**src/rtl/rtc_flag_pkg.sv**
```systemverilog
package rtc_flag_pkg;
  localparam int unsigned REG_W   = 16;
  localparam int unsigned N_EVT   = 6;
  // bit positions decoded by software
  localparam int unsigned POS_TAMP2 = 14;
  localparam int unsigned POS_TAMP1 = 13;
  localparam int unsigned POS_TSOVR = 12;
  localparam int unsigned POS_TS    = 11;
  localparam int unsigned POS_WAKE  = 10;
  localparam int unsigned POS_ALMB  = 9;
  localparam int unsigned POS_ALMA  = 8;
  localparam int unsigned POS_IREQ  = 7;
  localparam int unsigned POS_IACK  = 6;
  localparam int unsigned POS_SYNC  = 5;

  // event index -> register bit; index order {tamp2,tamp1,ts,wake,almb,alma}
  function automatic int unsigned evt_pos(input int unsigned idx);
    case (idx)
      0:       evt_pos = POS_ALMA;
      1:       evt_pos = POS_ALMB;
      2:       evt_pos = POS_WAKE;
      3:       evt_pos = POS_TS;
      4:       evt_pos = POS_TAMP1;
      default: evt_pos = POS_TAMP2;
    endcase
  endfunction
endpackage

```
**src/rtl/rtc_sticky_flag.sv**
```systemverilog
module rtc_sticky_flag (
  input  logic clk_i,
  input  logic rst_ni,
  input  logic set_i,
  input  logic clr_i,
  output logic q_o
);
  // set has priority so an event is never lost
  always_ff @(posedge clk_i or negedge rst_ni) begin
    if (!rst_ni)    q_o <= 1'b0;
    else if (set_i) q_o <= 1'b1;
    else if (clr_i) q_o <= 1'b0;
  end
endmodule

```
**src/rtl/rtc_init_hs.sv**
```systemverilog
module rtc_init_hs #(
  parameter int unsigned ACK_DLY = 2
) (
  input  logic clk_i,
  input  logic rst_ni,
  input  logic wr_en_i,
  input  logic req_wdata_i,
  output logic req_o,
  output logic ack_o
);
  localparam int unsigned CW = $clog2(ACK_DLY + 1);
  localparam logic [CW-1:0] CNT_MAX = CW'(ACK_DLY);

  logic          req_q;
  logic [CW-1:0] cnt_q;

  always_ff @(posedge clk_i or negedge rst_ni) begin
    if (!rst_ni)      req_q <= 1'b0;
    else if (wr_en_i) req_q <= req_wdata_i;
  end

  // restarts whenever the request was low, so a short drop re-arms the delay
  always_ff @(posedge clk_i or negedge rst_ni) begin
    if (!rst_ni)              cnt_q <= '0;
    else if (!req_q)          cnt_q <= '0;
    else if (cnt_q != CNT_MAX) cnt_q <= cnt_q + CW'(1);
  end

  assign req_o = req_q;
  assign ack_o = req_q && (cnt_q == CNT_MAX);
endmodule

```
**src/rtl/rtc_sync_flag.sv**
```systemverilog
module rtc_sync_flag (
  input  logic clk_i,
  input  logic rst_ni,
  input  logic hw_clr_i,
  input  logic copy_i,
  input  logic sw_clr_i,
  output logic q_o
);
  always_ff @(posedge clk_i or negedge rst_ni) begin
    if (!rst_ni)       q_o <= 1'b0;
    else if (hw_clr_i) q_o <= 1'b0;
    else if (copy_i)   q_o <= 1'b1;
    else if (sw_clr_i) q_o <= 1'b0;
  end
endmodule

```
**src/rtl/rtc_flag_reg.sv**
```systemverilog
module rtc_flag_reg
  import rtc_flag_pkg::*;
#(
  parameter int unsigned ACK_DLY = 2
) (
  input  logic             clk_i,
  input  logic             rst_ni,
  input  logic             wr_en_i,
  input  logic [REG_W-1:0] wr_data_i,
  output logic [REG_W-1:0] rd_data_o,
  input  logic             tamp2_evt_i,
  input  logic             tamp1_evt_i,
  input  logic             ts_evt_i,
  input  logic             wakeup_evt_i,
  input  logic             alarm_b_evt_i,
  input  logic             alarm_a_evt_i,
  input  logic             shadow_copy_i,
  input  logic             shift_pend_i,
  input  logic             shadow_bypass_i,
  output logic             counters_run_o,
  output logic             cal_wr_en_o
);
  logic [N_EVT-1:0] evt_strb;
  logic [N_EVT-1:0] evt_q;
  logic             ovr_q, ireq, iack, sync_q;
  logic             unused_wr_bits;

  assign evt_strb = {tamp2_evt_i, tamp1_evt_i, ts_evt_i,
                     wakeup_evt_i, alarm_b_evt_i, alarm_a_evt_i};

  for (genvar i = 0; i < N_EVT; i++) begin : g_evt
    rtc_sticky_flag u_flag (
      .clk_i  (clk_i),
      .rst_ni (rst_ni),
      .set_i  (evt_strb[i]),
      .clr_i  (wr_en_i && !wr_data_i[evt_pos(i)]),
      .q_o    (evt_q[i])
    );
  end

  // overflow judged against the flag value before this edge
  rtc_sticky_flag u_ovr (
    .clk_i  (clk_i),
    .rst_ni (rst_ni),
    .set_i  (ts_evt_i && evt_q[3]),
    .clr_i  (wr_en_i && !wr_data_i[POS_TSOVR]),
    .q_o    (ovr_q)
  );

  rtc_init_hs #(.ACK_DLY(ACK_DLY)) u_init (
    .clk_i       (clk_i),
    .rst_ni      (rst_ni),
    .wr_en_i     (wr_en_i),
    .req_wdata_i (wr_data_i[POS_IREQ]),
    .req_o       (ireq),
    .ack_o       (iack)
  );

  rtc_sync_flag u_sync (
    .clk_i    (clk_i),
    .rst_ni   (rst_ni),
    .hw_clr_i (ireq || shift_pend_i || shadow_bypass_i),
    .copy_i   (shadow_copy_i),
    .sw_clr_i (wr_en_i && !wr_data_i[POS_SYNC]),
    .q_o      (sync_q)
  );

  always_comb begin
    rd_data_o = '0;
    for (int i = 0; i < int'(N_EVT); i++) rd_data_o[evt_pos(i)] = evt_q[i];
    rd_data_o[POS_TSOVR] = ovr_q;
    rd_data_o[POS_IREQ]  = ireq;
    rd_data_o[POS_IACK]  = iack;
    rd_data_o[POS_SYNC]  = sync_q;
  end

  assign counters_run_o = !ireq;
  assign cal_wr_en_o    = iack;
  assign unused_wr_bits = ^wr_data_i;
endmodule

```
**config.mk**
```make
export PLATFORM = sky130hd
export DESIGN_NAME = rtc_flag_reg
export DESIGN_NICKNAME = d
export VERILOG_FILES = /design/src/rtl/rtc_flag_pkg.sv /design/src/rtl/rtc_sticky_flag.sv /design/src/rtl/rtc_init_hs.sv /design/src/rtl/rtc_sync_flag.sv /design/src/rtl/rtc_flag_reg.sv
export SDC_FILE = /design/constraint.sdc
export NUM_CORES = 1
export LEC_CHECK = 0
export ABC_CLOCK_PERIOD_IN_PS = 1000
export BUFFER_PORTS_ARGS = -buffer_cell sky130_fd_sc_hd__buf_4
export CAP_MARGIN = 20
export CORE_UTILIZATION = 31
export CTS_CLUSTER_DIAMETER = 100
export DETAILED_ROUTE_END_ITERATION = 10
export MAX_ROUTING_LAYER = met4
export PLACE_DENSITY = 0.68
export REMOVE_ABC_BUFFERS = 1
export SETUP_SLACK_MARGIN = 0.3
export SLEW_MARGIN = 20
export SYNTH_ARGS = -nofsm -noshare
export SYNTH_HDL_FRONTEND = slang
export SYNTH_HIERARCHICAL = 1
export SYNTH_SLANG_ARGS = --single-unit
```
**constraint.sdc**
```tcl
create_clock -name clk_i -period 1 [get_ports clk_i]
set_input_delay 0.2 -clock clk_i [delete_from_list [all_inputs] [get_ports clk_i]]
set_output_delay 0.2 -clock clk_i [all_outputs]
set_load 0.1 [all_outputs]
```
==> impl_metrics.toml <==
[setup_path]
r2r_end = "u_init/cnt_q[1]"
end_kind = "output port"
critPathArrivalTime_ns = 1.20
rr_startpoint = "u_init/cnt_q[1]"
cp.required_ns = 0.80
path_max_fanout = 2
critPathTopFamily = "flip-flops"
path_buf_inv = 2
worstRegToRegCells = 6
crit_path_start_kind = "flip-flop"
critPathSlowestCell = "dfrtp_1"
r2r_slack_ns = -0.33
setup.worst_path.class = "flip-flop to output port"
critPathMaxStageDelay_ns = 0.37
worstPathCellList = "inv_1, ha_2, and2_4, buf_12"

[run_status]
violations = "negative setup slack"
status = "complete, but fails checks"

[global_routing]
gr-total-overflow = 0
grt_pass1_vias = 545
antenna_found_initial = 0
track_usage_pct = 14.4
grt_max_degree = 12
grt_pass1_wl_um = 2060

[logic_synthesis]
synth_common_cells = "dfrtp_1, buf_4, inv_1"
ys_ff_latch = 11
synth.most_common_cell = "dfrtp_1"
synth_top_family_by_area = "buffers and inverters"
ys_types = 17
synthFlopType = "dfrtp_1"
syn_area_per_cell_um2 = 9.99
synthSimpleGateAreaFrac_pct = 15.7
netlist_area_um2 = 589
async_flop_share_pct = 100
synthAdderAreaFrac_pct = 2.12
yosysWarnings = 6
ys_seq_area_share_pct = 46.7
synthCells = 59
synth_xor_area_share_pct = 1.49
synth_top_cell_by_area = "dfrtp_1"
synth_compound_area_share_pct = 12.3
muxShareOfSynthArea_pct = 1.91
synthTopCellsByArea = "dfrtp_1, buf_4, a21o_1"
synth_top_area_share_pct = 46.7
synth_edf_count = 0

[sta]
finalMaxSlewViolations = 0
min_period_ns = 1.40
rsz0062_at_grt = "true"
clock_skew_ns = 0.00395
finalSetupViolations = 15
setup_slack_ns = -0.404
fmax_ghz = 0.712
post-route-period-util_pct = 140
fin_tns_setup_ns = -2.40
hold_violations = 0

[clock_tree]
cts-buffers-inserted = 3
root_buffer = "clkbuf_4"
clk_latency_ns = 0.26
clock_sinks = 11
cts_buffer_depth = 2
path_clk_slew_ns = 0.07
cts_tree = "built"
htreeDepth = 1

[flow_run]
cap_violations = 0

[floorplan]
die_w_um = 45.6
num_io_pins = 46
initial_utilization_pct = 33.8
dieArea_um2 = 2080
rows = 15
core_um2 = 1750
dieHeight_um = 45.6

[finish]
nNetsFinal = 130
num-fill-cells = 135
postLayoutCellArea_um2 = 1090
instances_no_fill = 125
regArea_um2 = 277
syn2layout_area_growth_pct = 84.9
antennaDiodeCount = 0
multi_input_area_um2 = 239
utilization_pct = 62.4
layout-drive-gt1-share_pct = 53.0

[drt]
wl_per_cell_um = 9.45
drc = 0
vias = 512
drt_iter0_drc = 2
vias_per_cell = 4.10
first_pass_iters = 2
final_antenna_net_count = 0
drt_wl_total_um = 1180

[placement]
io_buffers = 32
dpl_cell_area_um2 = 820
place_inst = 113
place_ws_ns = -0.193
dp_hpwl_um = 842
place.gp.congestion = 0.667

[worst_hold_path]
min-delay-start = "alarm_a_evt_i"
worstHoldEndpoint = "g_evt[0].u_flag/q_o"
hold_path.class = "input pin to flip-flop"
holdPathStages = 2

[power]
pwr_density_cell_nw_per_um2 = 1720
leakage_nw = 0.536
vdd_ir_drop_max_v = 0.00107
[logic make-up after synthesis]
kind of cell               count (synthesis)
DFF                                       11
xor gates and xnor gates                   1
buffers and inverters                     20
other                                      1
and+or+nand+nor                           15
muxes                                      1
AOI/OAI and AO/OA                          9
adders and majority gates                  1
[how the worst max path moves through the flow]
stage	from	to	slack, ns	depth (start not counted)
2_1_floorplan	u_init/req_o	cal_wr_en_o	-1.12	1
3_3_place_gp	u_init/cnt_q[0]	cal_wr_en_o	-0.18	4
3_5_place_dp	u_init/cnt_q[0]	rd_data_o[6]	-0.19	4
4_1_cts	u_init/cnt_q[0]	cal_wr_en_o	-0.42	4
5_1_grt	u_init/cnt_q[0]	cal_wr_en_o	-0.47	4
6_report	u_init/cnt_q[0]	cal_wr_en_o	-0.40	4
[worst register-to-register path, delay by kind of cell, from the launching register on]
family,cells,cell delay [ns]
AOI/OAI and AO/OA,1,0.11
adders and majority gates,1,0.19
buffers and inverters,3,0.34
DFF,1,0.39
and+or+nand+nor,1,0.23
[layer usage]
layer  up-vias  GRT usage, %  wire, um
met5         -             -         0
met4         0          9.09         0
met3         0          1.98        85
met2        27          23.7       624
met1       239          16.1       470
li1        246             -         -
[cell usage in the layout, fill, tap and decap left out]
| cell | count |
|---|---|
| buf_4 | 26 |
| buf_12 | 12 |
| inv_1 | 10 |
| dfrtp_1 | 10 |
| nor2b_1 | 8 |
| a21o_1 | 7 |
| conb_1 | 6 |
| clkbuf_4 | 3 |
| buf_6 | 3 |
| and2_4 | 2 |
| or3_4 | 1 |
| clkbuf_1 | 1 |
| dlygate4sd3_1 | 1 |
| xnor2_2 | 1 |
| and2_1 | 1 |
| mux2_2 | 1 |
| nand2_1 | 1 |
| or2_1 | 1 |
| a21boi_2 | 1 |
| ha_2 | 1 |
| dfrtp_2 | 1 |
| nand2b_1 | 1 |
| a21oi_2 | 1 |
[final cells by class]
class / count / area share, %
Clock buffer: 4 / 2.41
Inverter: 10 / 3.44
Multi-Input combinational cell: 33 / 21.9
Sequential cell: 11 / 25.4
Tap cell: 25 / 2.87
Timing Repair Buffer: 42 / 44.0
[sequential cells by signal, indices dropped and copies added, names as in the netlist]
signal and cells:
g_evt.u_flag/q_o 6, u_init/cnt_q 2, u_init/req_o 1, u_sync/q_o 1
u_ovr/q_o 1
[report_power, final]
group          internal (W)  leakage, nW  switching (W)  total (W)
clock              0.000154       0.0150       0.000148   0.000302
combinational      0.000444        0.400       0.000580    0.00102
sequential         0.000504        0.121      0.0000459   0.000549
[metrics by stage]
step / hold slack, ns / total power [W]
2_1_floorplan: -0.0956 / 0.00112
3_5_place_dp: 0.0454 / 0.00133
4_1_cts: 0.0958 / 0.00183
3_3_place_gp: 0.0427 / 0.00132
6_report: 0.104 / 0.00188
5_1_grt: 0.0935 / 0.00198
[timing repair]
item / CTS / global route
setup buffers: 5 / 2
endpoints found under the setup margin: 17 / 23
hold buffers: 1 / 0
endpoints found under the hold margin: 11 / 0
gates resized for setup: 42 / 3
pin swaps: 5 / 6
Note: power is estimated with default switching activity, not from simulation.
